===== src/rtl/mmio_button_led_target.sv =====
module mmio_button_led_target #(
  parameter int ADDR_W    = 8,
  parameter int DATA_W    = 8,
  parameter int BTN_ADDR  = 4,
  parameter int LED_ADDR  = 5,
  parameter int ACK_DELAY = 2
) (
  input  logic              clk,
  input  logic              rst_n,
  input  logic              req_n,
  input  logic              cmd,
  input  logic [ADDR_W-1:0] ads,
  input  logic [DATA_W-1:0] data_in,
  output logic [DATA_W-1:0] data_out,
  output logic              data_oe,
  output logic              ack_n,
  input  logic              button,
  output logic              led
);
  localparam int CW = $clog2(ACK_DELAY + 1);
  localparam logic [CW-1:0] LAST = CW'(ACK_DELAY - 1);
  localparam logic [ADDR_W-1:0] A_BTN = ADDR_W'(BTN_ADDR);
  localparam logic [ADDR_W-1:0] A_LED = ADDR_W'(LED_ADDR);

  typedef enum logic [2:0] {S_IDLE, S_WAIT, S_HOLD, S_DONE, S_SKIP} st_t;

  st_t           st;
  logic [1:0]    req_ff, btn_ff;
  logic [CW-1:0] cnt;
  logic          req_s, btn_s, rd_hit, wr_hit, take;

  assign req_s  = req_ff[1];
  assign btn_s  = btn_ff[1];
  assign rd_hit = !cmd && (ads == A_BTN);
  assign wr_hit =  cmd && (ads == A_LED);
  assign take   = (st == S_IDLE) && !req_s;

  always_ff @(posedge clk or negedge rst_n) begin
    if (!rst_n) begin
      req_ff <= 2'b11;
      btn_ff <= 2'b00;
    end else begin
      req_ff <= {req_ff[0], req_n};
      btn_ff <= {btn_ff[0], button};
    end
  end

  always_ff @(posedge clk or negedge rst_n) begin
    if (!rst_n) begin
      st       <= S_IDLE;
      cnt      <= '0;
      ack_n    <= 1'b1;
      data_oe  <= 1'b0;
      data_out <= '0;
      led      <= 1'b0;
    end else begin
      case (st)
        S_IDLE: if (!req_s) begin
          cnt <= '0;
          if (rd_hit) begin
            data_out <= DATA_W'(btn_s);
            data_oe  <= 1'b1;
            st       <= S_WAIT;
          end else if (wr_hit) begin
            led <= data_in[0];
            st  <= S_WAIT;
          end else begin
            st <= S_SKIP;
          end
        end
        S_WAIT: begin
          cnt <= cnt + 1'b1;
          if (cnt == LAST) begin
            ack_n <= 1'b0;
            st    <= S_HOLD;
          end
        end
        S_HOLD: if (req_s) begin
          data_oe <= 1'b0;
          st      <= S_DONE;
        end
        S_DONE: begin
          ack_n <= 1'b1;
          st    <= S_IDLE;
        end
        S_SKIP: if (req_s) st <= S_IDLE;
        default: st <= S_IDLE;
      endcase
    end
  end

  a_r1_upper_bits_zero: assert property (@(posedge clk) disable iff (!rst_n)
    data_oe |-> (data_out[DATA_W-1:1] == '0));

  a_r3_ack_while_req_low: assert property (@(posedge clk) disable iff (!rst_n)
    $fell(ack_n) |-> !req_s);

  a_r4_release_before_ack: assert property (@(posedge clk) disable iff (!rst_n)
    $rose(ack_n) |-> (!data_oe && $past(!data_oe)));

  a_r8_led_only_on_take: assert property (@(posedge clk) disable iff (!rst_n)
    !$stable(led) |-> $past(take && cmd));

  a_r7_oe_not_in_skip: assert property (@(posedge clk) disable iff (!rst_n)
    (st == S_SKIP) |-> (!data_oe && ack_n));
endmodule


===== config.mk =====
export PLATFORM = sky130hd
export DESIGN_NAME = mmio_button_led_target
export DESIGN_NICKNAME = d
export VERILOG_FILES = /design/src/rtl/mmio_button_led_target.sv
export SDC_FILE = /design/constraint.sdc
export NUM_CORES = 1
export LEC_CHECK = 0
export CAP_MARGIN = 20
export CORE_ASPECT_RATIO = 1.4
export CORE_UTILIZATION = 35
export DETAILED_ROUTE_END_ITERATION = 12
export MAX_ROUTING_LAYER = met4
export PLACE_DENSITY = 0.74
export SLEW_MARGIN = 10
export SYNTH_ARGS = -nofsm -noshare
export SYNTH_HDL_FRONTEND = slang
export SYNTH_SLANG_ARGS = --single-unit

===== constraint.sdc =====
create_clock -name clk -period 1.25 [get_ports clk]
set_input_delay 0.25 -clock clk [delete_from_list [all_inputs] [get_ports clk]]
set_output_delay 0.25 -clock clk [all_outputs]
set_load 0.1 [all_outputs]

==> impl_metrics.tcl <==
set metrics [dict create \
    drtIter0Drc 3 \
    drc 0 \
    wirelength_um 1264 \
    start_kind "flip-flop" \
    grt-ovfl-total 0 \
    rows 18 \
    numCtsBuffers 3 \
    yosysSeqAreaShare_pct 50.29 \
    synth_common_cells "10 x dfrtp_1, 7 x buf_4, 4 x nor2_1" \
    root_buffer "clkbuf_4" \
    place.gp.congestion 0.7086 \
    power_density_mw_per_mm2 919.1 \
    synth_ff_type "dfrtp_1" \
    crit_type "reg2reg" \
    cts_tree "done" \
    cts.sinks 13 \
    final_util_pct 55.77 \
    area_growth_syn_to_layout_pct 49.71 \
    worst_slack_ns -0.1238 \
    hp-class "in2async" \
    die_h_um 53.16 \
    p_sw_share_pct 31.50 \
    ioPinCount 32 \
    dp_hpwl_um 1012 \
    power.net_switching_mw 0.2837 \
    first_pass_iters 4 \
    antenna_found_initial 0 \
    rsz0062_at_grt "yes" \
    drive_gt1_share_pct 35.23 \
    synth_area_leader_cell "dfrtp_1" \
    finalCritPeriodShare_pct 109.9 \
    via_per_inst 4.694 \
    fmax_mhz 727.9 \
    vdd_drop_max_mv 0.6242 \
    port_buffers 17 \
    yosysTopAreaCellShare_pct 38.24 \
    fp.dieW_um 38.55 \
    antenna-diode-count 0 \
    wl_per_cell_um 11.70 \
    syn-cell-area_um2 654.4 \
    initial_core_util_pct 37.25 \
    status "finished, violations left" \
    finClkSkew_ns 0.002778 \
    clkPwrFrac_pct 28.8 \
    finalNonFillerCells 108 \
    gr-usage-all-layers_pct 16.37 \
    avgSynthCellArea_um2 11.28 \
    seqPwrFrac_pct 48.7 \
    placed_area_um2 935.9 \
    grt_pass1_vias 527 \
    synth_most_common_cell "dfrtp_1" \
    fin_area_um2 979.7 \
    critPathRequiredTime_ns 1.42 \
    setup_tns_ns -0.2430 \
    synthCells 58 \
    hold_slack_ns 0.2741 \
    worst-path-max-fanout 3 \
    fin_crit_ns 1.374 \
    intPower_mw 0.6168 \
    yosysWarnings 0 \
    h-tree-depth 1 \
    final_antenna_net_count 0 \
    path_clk_slew_ns 0.08 \
    vias 507 \
    die_area_mm2 0.002049 \
    postCtsSetupBuffers 0 \
    setup_viol 3 \
    hold_violations 0 \
    endpoint_kind "flip-flop" \
    clk_latency_ns 0.28 \
    async_flop_share_pct 100.0 \
    slew_viol_final 0 \
    synth_edf_count 0 \
    critPathArrivalTime_ns 1.54 \
    fin_nets 111 \
    drv_cap 0 \
    core-area_mm2 0.001757 \
    reg2reg_slack_ns -0.12 \
    p_leak_nw 0.4536 \
    grt_pass1_wl_um 2180 \
    ys_ff_latch 13 \
    combPwrFrac_pct 22.5 \
    synthTopCellsByArea "dfrtp_1 38%, dfstp_2 12%, buf_4 8.0%" \
    grt_max_degree 14 \
    violations "negative setup slack" \
    synth_cell_types 30 \
    cts.path.max_buffers 2 \
    dp_cells 104 \
]
## worst paths after layout
path,from,to,cells after the start
worst min register to register,btn_ff[0],btn_ff[1],0
worst min-delay path,rst_n,data_oe,2
min in group clk,btn_ff[0],btn_ff[1],0
worst max register to register,st[1],data_out[0],3
worst max-delay path,st[1],data_out[0],3
max in group asynchronous,rst_n,ack_n,2
## power by group through the flow
stage	Sequential, mW	Combinational (mW)	Clock, mW
after floorplan	0.455	0.132	0
after global placement	0.446	0.200	0
after detailed placement	0.447	0.203	0
after CTS	0.439	0.201	0.271
after global routing	0.440	0.215	0.285
final	0.439	0.203	0.259
## final cells by class
type	instances	area (um^2)
Clock buffer	3	22.52
Clock inverter	1	5.005
Fill cell	168	777.0
Inverter	3	11.26
Multi-Input combinational cell	41	302.8
Sequential cell	13	330.3
Tap cell	20	25.02
Timing Repair Buffer	27	282.8
## registers in the layout, summed over array words and instances (netlist names)
name,cells
data_out,1
st,3
ack_n,1
btn_ff,2
led,1
data_oe,1
cnt,2
req_ff,2
## what timing repair did
action / in CTS / in global routing
hold buffers: 0 / 0
gates cloned: 0 / 0
endpoints found under the setup margin: 3 / 5
pin swaps: 2 / 0
resized for setup: 2 / 4
## routing by layer
layer  routed length, um  GRT usage [%]
met5                   0              -
met4                  34          10.34
met3                  27          3.782
met2                 753          28.33
met1                 450          15.68
## cell usage in the layout (no fill, tap or decap), drive strengths merged, types with 2 or more instances in the layout
master / Yosys / layout
a21oi: 3 / 3
dfstp: 3 / 3
mux2: 2 / 2
nand4: 2 / 2
clkdlybuf4s50: 0 / 11
o21bai: 2 / 2
nand2b: 2 / 2
buf: 7 / 14
dlygate4sd2: 0 / 2
nor2: 4 / 4
clkbuf: 0 / 3
dfrtp: 10 / 10
conb: 1 / 7
inv: 3 / 3
nand2: 3 / 3
## critical path, cell delays in order, from the launching register on
cell     delay (ns)
dfrtp_2        0.43
nor4_4         0.32
nand4_2        0.19
mux2_4         0.33
## kinds of logic (layout without fill, tap and decap cells)
family | after synthesis | after routing | share of synthesized area, %
buffers and inverters | 10 | 34 | 9.751
adders and majority gates | 1 | 1 | 1.912
xor gates and xnor gates | 1 | 1 | 1.339
DFF | 13 | 13 | 50.29
muxes | 2 | 2 | 4.015
AOI/OAI and AO/OA | 10 | 10 | 9.751
and+or+nand+nor | 20 | 20 | 22.37
other | 1 | 7 | 0.5731
## through the flow
step	setup WS [ns]	power [mW]
4_1_cts	-0.1155	0.9110
3_5_place_dp	-0.4361	0.6502
3_3_place_gp	-0.3661	0.6469
2_1_floorplan	-0.06301	0.5863
6_report	-0.1238	0.9005
5_1_grt	-0.1765	0.9402
(Power assumes the default switching activity.)
